**src/rtl/tdc_pkg.sv**
```systemverilog
`timescale 1ns/1ps
package tdc_pkg;
  localparam int TDC_FW      = 6;
  localparam int MEAS_LSB    = 0;
  localparam int MIN_LSB     = 8;
  localparam int OFS_LSB     = 16;
  localparam int MODE_LSB    = 30;
  localparam int REG_W       = 32;

  typedef enum logic [1:0] {
    TDC_AUTO   = 2'd0,
    TDC_MANUAL = 2'd1,
    TDC_OFF_B  = 2'd2,
    TDC_OFF    = 2'd3
  } tdc_mode_e;
endpackage

```
**src/rtl/tdc_ctrl_reg.sv**
```systemverilog
`timescale 1ns/1ps
module tdc_ctrl_reg
  import tdc_pkg::*;
(
  input  logic                  clk,
  input  logic                  rst,
  input  logic                  wr_en,
  input  logic [REG_W-1:0]      wr_data,
  output logic [TDC_FW-1:0]     min_o,
  output logic [TDC_FW-1:0]     ofs_o,
  output tdc_mode_e             mode_o
);
  logic unused_wr_bits;
  assign unused_wr_bits = ^{wr_data[MIN_LSB-1:0], wr_data[OFS_LSB-1:MIN_LSB+TDC_FW],
                            wr_data[MODE_LSB-1:OFS_LSB+TDC_FW]};

  always_ff @(posedge clk) begin
    if (rst) begin
      min_o  <= '0;
      ofs_o  <= '0;
      mode_o <= TDC_AUTO;
    end else if (wr_en) begin
      min_o  <= wr_data[MIN_LSB +: TDC_FW];
      ofs_o  <= wr_data[OFS_LSB +: TDC_FW];
      mode_o <= tdc_mode_e'(wr_data[MODE_LSB +: 2]);
    end
  end
endmodule

```
**src/rtl/tdc_delay_meas.sv**
```systemverilog
`timescale 1ns/1ps
module tdc_delay_meas #(
  parameter int FW = 6
) (
  input  logic          clk,
  input  logic          rst,
  input  logic          data_phase,
  input  logic          tx,
  input  logic          rx,
  input  logic [FW-1:0] min_i,
  output logic [FW-1:0] meas_o
);
  localparam logic [FW-1:0] CNT_MAX = {FW{1'b1}};
  localparam logic [FW-1:0] CNT_ONE = FW'(1);

  logic          tx_q, rx_q, running;
  logic [FW-1:0] cnt;
  logic          tx_fall, rx_fall;

  assign tx_fall = tx_q & ~tx;
  assign rx_fall = rx_q & ~rx;

  always_ff @(posedge clk) begin
    if (rst) begin
      tx_q    <= 1'b1;
      rx_q    <= 1'b1;
      running <= 1'b0;
      cnt     <= '0;
      meas_o  <= '0;
    end else begin
      tx_q <= tx;
      rx_q <= rx;
      if (!data_phase) begin
        running <= 1'b0;
      end else if (!running) begin
        if (tx_fall) begin
          running <= 1'b1;
          cnt     <= CNT_ONE;
        end
      end else if (rx_fall) begin
        running <= 1'b0;
        if (cnt >= min_i) meas_o <= cnt;
      end else if (cnt != CNT_MAX) begin
        cnt <= cnt + CNT_ONE;
      end
    end
  end

  AST_IDLE_HOLD: assert property (@(posedge clk) disable iff (rst)
    !data_phase |=> $stable(meas_o));

  AST_GLITCH_KEEP: assert property (@(posedge clk) disable iff (rst)
    (data_phase && running && rx_fall && (cnt < min_i)) |=> $stable(meas_o));
endmodule

```
**src/rtl/tdc_ssp_calc.sv**
```systemverilog
`timescale 1ns/1ps
module tdc_ssp_calc
  import tdc_pkg::*;
#(
  parameter int FW    = 6,
  parameter int SP_W  = 8,
  parameter int SSP_W = SP_W + 1
) (
  input  logic             clk,
  input  logic             rst,
  input  tdc_mode_e        mode_i,
  input  logic [FW-1:0]    ofs_i,
  input  logic [FW-1:0]    meas_i,
  input  logic [SP_W-1:0]  sp_i,
  output logic [SSP_W-1:0] ssp_o,
  output logic             valid_o
);
  localparam int CW = SSP_W + 2;
  localparam logic signed [CW-1:0] SSP_MAX = CW'((1 << SSP_W) - 1);

  logic signed [CW-1:0] ofs_s, meas_s, sp_s, sum;
  logic [SSP_W-1:0]     clamped;
  logic                 is_auto, is_man;

  assign is_auto = (mode_i == TDC_AUTO);
  assign is_man  = (mode_i == TDC_MANUAL);

  always_comb begin
    sp_s   = $signed({{(CW-SP_W){1'b0}}, sp_i});
    meas_s = is_auto ? $signed({{(CW-FW){1'b0}}, meas_i}) : '0;
    if (is_auto) ofs_s = $signed({{(CW-FW){ofs_i[FW-1]}}, ofs_i});
    else         ofs_s = $signed({{(CW-FW){1'b0}}, ofs_i});
    sum = sp_s + meas_s + ofs_s;
    if (sum < 0)             clamped = '0;
    else if (sum > SSP_MAX)  clamped = SSP_MAX[SSP_W-1:0];
    else                     clamped = sum[SSP_W-1:0];
  end

  always_ff @(posedge clk) begin
    if (rst) begin
      ssp_o   <= '0;
      valid_o <= 1'b0;
    end else if (is_auto) begin
      ssp_o   <= clamped;
      valid_o <= (meas_i != '0);
    end else if (is_man) begin
      ssp_o   <= clamped;
      valid_o <= 1'b1;
    end else begin
      ssp_o   <= {{(SSP_W-SP_W){1'b0}}, sp_i};
      valid_o <= 1'b0;
    end
  end

  AST_OFF_INVALID: assert property (@(posedge clk) disable iff (rst)
    mode_i[1] |=> !valid_o);

  AST_MAN_VALID: assert property (@(posedge clk) disable iff (rst)
    (mode_i == TDC_MANUAL) |=> valid_o);

  AST_MAN_FLOOR: assert property (@(posedge clk) disable iff (rst)
    (mode_i == TDC_MANUAL) |=> (ssp_o >= {{(SSP_W-SP_W){1'b0}}, $past(sp_i)}));

  AST_AUTO_NOMEAS: assert property (@(posedge clk) disable iff (rst)
    ((mode_i == TDC_AUTO) && (meas_i == '0)) |=> !valid_o);
endmodule

```
**src/rtl/tdc_unit.sv**
```systemverilog
`timescale 1ns/1ps
module tdc_unit
  import tdc_pkg::*;
#(
  parameter int SP_W  = 8,
  parameter int SSP_W = SP_W + 1
) (
  input  logic             clk,
  input  logic             rst,
  input  logic             wr_en,
  input  logic [31:0]      wr_data,
  output logic [31:0]      rd_data,
  input  logic             tx,
  input  logic             rx,
  input  logic             data_phase,
  input  logic [SP_W-1:0]  sample_point,
  output logic [SSP_W-1:0] ssp_pos,
  output logic             ssp_valid
);
  logic [TDC_FW-1:0] min_q, ofs_q, meas_q;
  tdc_mode_e         mode_q;

  tdc_ctrl_reg u_reg (
    .clk     (clk),
    .rst     (rst),
    .wr_en   (wr_en),
    .wr_data (wr_data),
    .min_o   (min_q),
    .ofs_o   (ofs_q),
    .mode_o  (mode_q)
  );

  tdc_delay_meas #(.FW(TDC_FW)) u_meas (
    .clk        (clk),
    .rst        (rst),
    .data_phase (data_phase),
    .tx         (tx),
    .rx         (rx),
    .min_i      (min_q),
    .meas_o     (meas_q)
  );

  tdc_ssp_calc #(.FW(TDC_FW), .SP_W(SP_W), .SSP_W(SSP_W)) u_calc (
    .clk     (clk),
    .rst     (rst),
    .mode_i  (mode_q),
    .ofs_i   (ofs_q),
    .meas_i  (meas_q),
    .sp_i    (sample_point),
    .ssp_o   (ssp_pos),
    .valid_o (ssp_valid)
  );

  always_comb begin
    rd_data = '0;
    rd_data[MEAS_LSB +: TDC_FW] = meas_q;
    rd_data[MIN_LSB  +: TDC_FW] = min_q;
    rd_data[OFS_LSB  +: TDC_FW] = ofs_q;
    rd_data[MODE_LSB +: 2]      = mode_q;
  end
endmodule

```
**config.mk**
```make
export PLATFORM = sky130hd
export DESIGN_NAME = tdc_unit
export DESIGN_NICKNAME = d
export VERILOG_FILES = /design/src/rtl/tdc_pkg.sv /design/src/rtl/tdc_ctrl_reg.sv /design/src/rtl/tdc_delay_meas.sv /design/src/rtl/tdc_ssp_calc.sv /design/src/rtl/tdc_unit.sv
export SDC_FILE = /design/constraint.sdc
export NUM_CORES = 1
export LEC_CHECK = 0
export ABC_AREA = 0
export BUFFER_PORTS_ARGS = -buffer_cell sky130_fd_sc_hd__buf_4
export CAP_MARGIN = 20
export CORE_ASPECT_RATIO = 0.6
export CORE_MARGIN = 4
export CORE_UTILIZATION = 40
export DETAILED_ROUTE_END_ITERATION = 8
export PLACE_DENSITY_LB_ADDON = 0.08
export SETUP_SLACK_MARGIN = 0.5
export SLEW_MARGIN = 20
export SYNTH_ARGS = -nofsm -noshare
export SYNTH_HDL_FRONTEND = slang
export SYNTH_SLANG_ARGS = --single-unit
export TNS_END_PERCENT = 100
```
**constraint.sdc**
```tcl
create_clock -name clk -period 4.4 [get_ports clk]
set_input_delay 0.66 -clock clk [delete_from_list [all_inputs] [get_ports clk]]
set_output_delay 0.66 -clock clk [all_outputs]
set_load 0.005 [all_outputs]
```
# ---- Word-level counts from Yosys, hierarchy flattened
# Index checks and enable logic that the tools add are counted.
dict set report classes {
  add_sub_neg 3
  magnitude_cmp 3
  n_eq_ne 4
  n_mux 15
  bitwise_logic 5
  n_reduce_logical 6
}
# operator count
set ops {}
lappend ops {{9-bit 2-to-1 mux} 4}
lappend ops {{6-bit 2-to-1 mux} 5}
lappend ops {{11-bit adder} 1}
lappend ops {{9-bit by 11-bit adder with 11-bit output} 1}
lappend ops {{11-bit by 10-bit > comparator with 1-bit output (second input constant)} 1}
lappend ops {{11-bit by 1-bit < comparator with 1-bit output (second input constant)} 1}
lappend ops {{11-bit 2-to-1 mux} 1}
lappend ops {{4-bit AND reduction} 2}
lappend ops {{6-bit by 1-bit adder with 6-bit output (second input constant)} 1}
lappend ops {{6-bit >= comparator} 1}
lappend ops {{6-bit != test (second input constant)} 1}
lappend ops {{6-bit nonzero test} 1}
lappend ops {{1-bit 2-to-1 mux} 5}
lappend ops {{2-bit != test (second input constant)} 2}
lappend ops {{1-bit inverter} 3}
lappend ops {{1-bit bitwise AND} 2}
lappend ops {{2-bit by 1-bit equality test with 1-bit output (second input constant)} 1}
lappend ops {{2-bit logical NOT} 1}
lappend ops {{2-bit nonzero test} 1}
lappend ops {{2-bit OR reduction} 1}
dict set report word_totals {
  regBits 39
  inputBits 46
  output_inout_bits 42
}

# ---- Logic depth before layout (Yosys ltp)
dict set report logic_depth {
  word_depth 9
  ltp_mapped 13
}

# ---- Modules after synthesis
# From an unflattened synthesis, not the netlist that was laid out.
dict set report hier_totals {
  cells_unflattened 281
  area_unflattened_um2 2621.3
}
# module instances cells_each area_per_inst_um2 seq_area_each_um2
set by_module_without_submodules {}
lappend by_module_without_submodules {tdc_ssp_calc 1 132 1178.6 200.2}
lappend by_module_without_submodules {tdc_delay_meas 1 91 840.8 300.3}
lappend by_module_without_submodules {tdc_ctrl_reg 1 45 508.0 280.3}
lappend by_module_without_submodules {tdc_unit 1 13 93.8 0.0}

# ---- Worst setup path after synthesis
# Ideal clock, no wire load.
dict set report synth_path {
  kind {register -> register}
  start {register u_reg.mode_o[1]}
  end {register u_calc.ssp_o[4]}
  setup_ps 70
  t_arrival_ps 3097
  required_ps 4330
  slack_ps 1232
  stages_incl_launch_ff 13
  n_path_buf 1
  path_cell_list {dfxtp_1 clkbuf_1 nor2_1 and2_1 fa_1 ha_1 fa_1 a211oi_1 o21ai_1 a21o_1 mux2_2 a21o_1 a21oi_1}
}
dict set report synth_via {
  elab_chain_len 9
  word_cells_on_any_way 12
}
# item line_no
set synth_lines {}
lappend synth_lines {{start, declared} tdc_ctrl_reg.sv:11} ;# output tdc_mode_e mode_o
lappend synth_lines {{start signal, assigned} tdc_ctrl_reg.sv:25} ;# mode_o <= tdc_mode_e'(wr_data[MODE_LSB +: 2]);
lappend synth_lines {{2-bit logical NOT} tdc_ssp_calc.sv:25} ;# assign is_auto = (mode_i == TDC_AUTO);
lappend synth_lines {{6-bit 2-to-1 mux} tdc_ssp_calc.sv:30} ;# meas_s = is_auto ? $signed({{(CW-FW){1'b0}}, meas_i}) : '0;
lappend synth_lines {{9-bit by 11-bit adder with 11-bit output} tdc_ssp_calc.sv:33} ;# sum = sp_s + meas_s + ofs_s;
lappend synth_lines {{11-bit adder} tdc_ssp_calc.sv:33}
lappend synth_lines {{11-bit by 10-bit > comparator with 1-bit output} tdc_ssp_calc.sv:35} ;# else if (sum > SSP_MAX) clamped = SSP_MAX[SSP_W-1:0];
lappend synth_lines {{9-bit 2-to-1 mux} tdc_ssp_calc.sv:35}
lappend synth_lines {{9-bit 2-to-1 mux} tdc_ssp_calc.sv:34} ;# if (sum < 0) clamped = '0;
lappend synth_lines {{9-bit 2-to-1 mux} tdc_ssp_calc.sv:46} ;# end else if (is_man) begin
lappend synth_lines {{9-bit 2-to-1 mux *} tdc_ssp_calc.sv:43} ;# end else if (is_auto) begin
lappend synth_lines {{end signal, assigned} tdc_ssp_calc.sv:44} ;# ssp_o <= clamped;
lappend synth_lines {{end signal, assigned} tdc_ssp_calc.sv:47} ;# ssp_o <= clamped;
lappend synth_lines {{end signal, assigned} tdc_ssp_calc.sv:50} ;# ssp_o <= {{(SSP_W-SP_W){1'b0}}, sp_i};
lappend synth_lines {{end, declared} tdc_ssp_calc.sv:15} ;# output logic [SSP_W-1:0] ssp_o,
# Mark *: on every way between the ends. The rest lies on a longest branch, timed or not.
# A chain may end at the register's enable or synchronous reset.

# ---- Final worst setup path
dict set report layout_path {
  start {register u_reg.mode_o[0]}
  end {register u_calc.ssp_o[3]}
}
# Same word-level chain as after synthesis.

==> reports/qor.yml <==
place:
  hpwl_um: 4220
  gp_congestion: 0.826
  port_buffers: 57
  place_area_um2: 2750
job:
  drv_cap: 0
sta:
  setup_violations: 0
  max_freq_mhz: 284
  hold_viol_final: 0
  post-route-period-util: 0.800
  worst_pin_slew_ns: 0.698
  slew_headroom: 0.533
  period_needed_ns: 3.52
  drv_slew: 0
  rsz0062_at_grt: "no"
  fin_worst_skew_ns: 0.00924
  setup_tns_ns: 0
setup_path:
  crit_arrival_ns: 3.74
  required_ns: 4.62
  critPathLaunchType: "flop"
  path_class: "reg2reg"
  end_kind: "flop"
  crit_fanout: 9
cts:
  post-cts-setup-buffers: 0
  clk_pin_slew_ns: 0.08
  cts-root-buf: "clkbuf_8"
  cts-buffers-inserted: 5
  cts_max_level: 2
  clock-sinks: 39
  clock_path_buffers: 2
  ctsHoldBuffers: 0
  insertion_delay_ns: 0.29
  cts_resized: 0
  cts_tree: "built"
floorplanning:
  start_util: 0.412
  std_cell_rows: 21
  die-area_um2: 7050
  io_pins: 88
  core-area_um2: 5570
  die_w_um: 106
  die_y_um: 66.7
final_layout:
  diodes: 0
  stdcell_area_um2: 2860
  fillers: 562
  area_delta_synth_final_pct: 24.8
  layout-drive-gt1-share: 0.235
  nets: 380
routing:
  wl_per_cell_um: 13.9
  wl_um: 5440
  wl_met1_um: 3140
  highest_layer: "met4"
  drt-initial-drc-count: 97
  drtAntennaViolNets: 0
  met3_wirelength_um: 452
  vias: 1858
  dr_wl_met2_um: 1800
  drcViolationCount: 0
  vias_per_cell: 4.76
  dr.pass1.iters: 4
synth:
  avgSynthCellArea_um2: 9.07
  async_reset_ff_frac: 0
  synth_area_leaders: "dfxtp_1, ha_1, mux2i_1"
  ys_seq_elements: 39
  synth_top_area_frac: 0.340
  post_synth_instance_area_um2: 2290
  ys_seq_area_frac: 0.340
  synth_top_cell_by_area: "dfxtp_1"
  synth_edf_count: 0
  ys.flop_type: "dfxtp_1"
  ys_warn_count: 0
  ys_types: 42
  synth_cells: 253
global_routing:
  grt_max_degree: 37
  antenna_found_initial: 0
  grt_overflow_total: 0
  grt_pass1_wl_um: 8910
  grtUsageTotal: 0.162
  grt_pass1_vias: 1758
status:
  outcome: "finished, final reports clean"
min_path:
  hold_path_class: "reg2reg"
power:
  peakVddDrop_mv: 0.166
  powerDensity_nw_per_um2: 298
  leakagePower_nw: 1.39
## registers in the layout (all words and copies together) (netlist names)
| register | cells |
|---|---|
| u_meas.meas_o | 6 |
| u_meas.rx_q | 1 |
| u_reg.mode_o | 2 |
| u_meas.cnt | 6 |
| u_meas.tx_q | 1 |
| u_calc.valid_o | 1 |
| u_reg.min_o | 6 |
| u_meas.running | 1 |
| u_calc.ssp_o | 9 |
| u_reg.ofs_o | 6 |
## metrics by stage
step | cells | util | hold WS [ns] | setup slack (ns) | total power (W)
after global placement | 382 | 0.494 | 0.511 | 0.871 | 0.000559
after global routing | 390 | 0.514 | 0.542 | 0.558 | 0.000904
after detailed placement | 382 | 0.494 | 0.519 | 0.889 | 0.000560
after floorplan | 264 | - | 0.484 | 1.23 | 0.000497
final | 390 | 0.514 | 0.536 | 0.880 | 0.000854
after CTS | 390 | 0.514 | 0.540 | 0.846 | 0.000864
## worst paths after layout
check / startpoint / to / slack [ns] / cells past startpoint
setup / recovery: u_reg.mode_o[0]$_SDFFE_PP0P_ / u_calc.ssp_o[3]$_SDFF_PP0_ / 0.88 / 11
hold / removal: u_reg.min_o[3]$_SDFFE_PP0P_ / u_reg.min_o[3]$_SDFFE_PP0P_ / 0.54 / 2
setup reg to reg: u_reg.mode_o[0]$_SDFFE_PP0P_ / u_calc.ssp_o[3]$_SDFF_PP0_ / 0.88 / 11
hold reg to reg: u_reg.min_o[3]$_SDFFE_PP0P_ / u_reg.min_o[3]$_SDFFE_PP0P_ / 0.54 / 2
## worst max-delay path: stages, from the launching register on
cell      delay (ns)
dfxtp_1         0.35
nor2_1          0.37
and2_1          0.20
fa_1            0.42
ha_1            0.25
fa_1            0.43
a211oi_1        0.41
o21ai_1         0.16
a21o_1          0.19
mux2_2          0.35
a21o_1          0.19
a21oi_1         0.13
## synth_stat cells (2+ instances only)
library cell  number
dfxtp_1           39
nor2_1            33
mux2i_1           20
ha_1              18
nand2_1           17
a21oi_1           16
inv_1             15
buf_4             12
a21o_1             7
clkbuf_1           7
fa_1               7
xnor2_1            6
and2_1             5
o21ai_0            5
a211oi_1           4
a221oi_1           4
nand3_1            3
nor4_1             3
or2_2              3
and3_1             2
nand2b_1           2
nor3_1             2
o211ai_1           2
or3_1              2
xor2_1             2
## cell families after synthesis
group           share of synthesized area
xor+xnor                           0.0306
mux                                0.0982
simple gates                        0.155
buf+inv                            0.0769
flops                               0.340
other cells                       0.00164
fa+ha+maj                           0.159
compound gates                      0.137
## per-layer routing
metal,track usage,vias up
met1,0.257,827
met3,0.0542,6
met2,0.198,66
li1,-,959
met4,0.0404,0
met5,0,-
## power breakdown
group	leakage [nW]	switching [W]	internal (W)
Sequential	0.320	0.0000134	0.000373
Clock	0.0581	0.000133	0.000169
Combinational	1.01	0.0000822	0.0000846
## layout make-up
cell class | instances | area, µm² | area share
multi-input combinational | 190 | 1380 | 0.481
inverter | 15 | 56.3 | 0.0197
timing repair buffer | 58 | 435 | 0.152
clock inverter | 3 | 43.8 | 0.0153
sequential | 39 | 781 | 0.273
clock buffer | 5 | 68.8 | 0.0240
tap | 80 | 100 | 0.0350
## layout by cell type, fill, tap and decap left out, drive strengths merged, types with 5 or more instances in the layout
cell type  count
buf           58
dfxtp         39
nor2          33
mux2i         21
ha            18
nand2         17
a21oi         16
inv           15
conb          12
a21o           7
fa             7
xnor2          6
and2           6
o21ai          6
clkbuf         5
No activity file was read; power rests on OpenSTA's default activity.
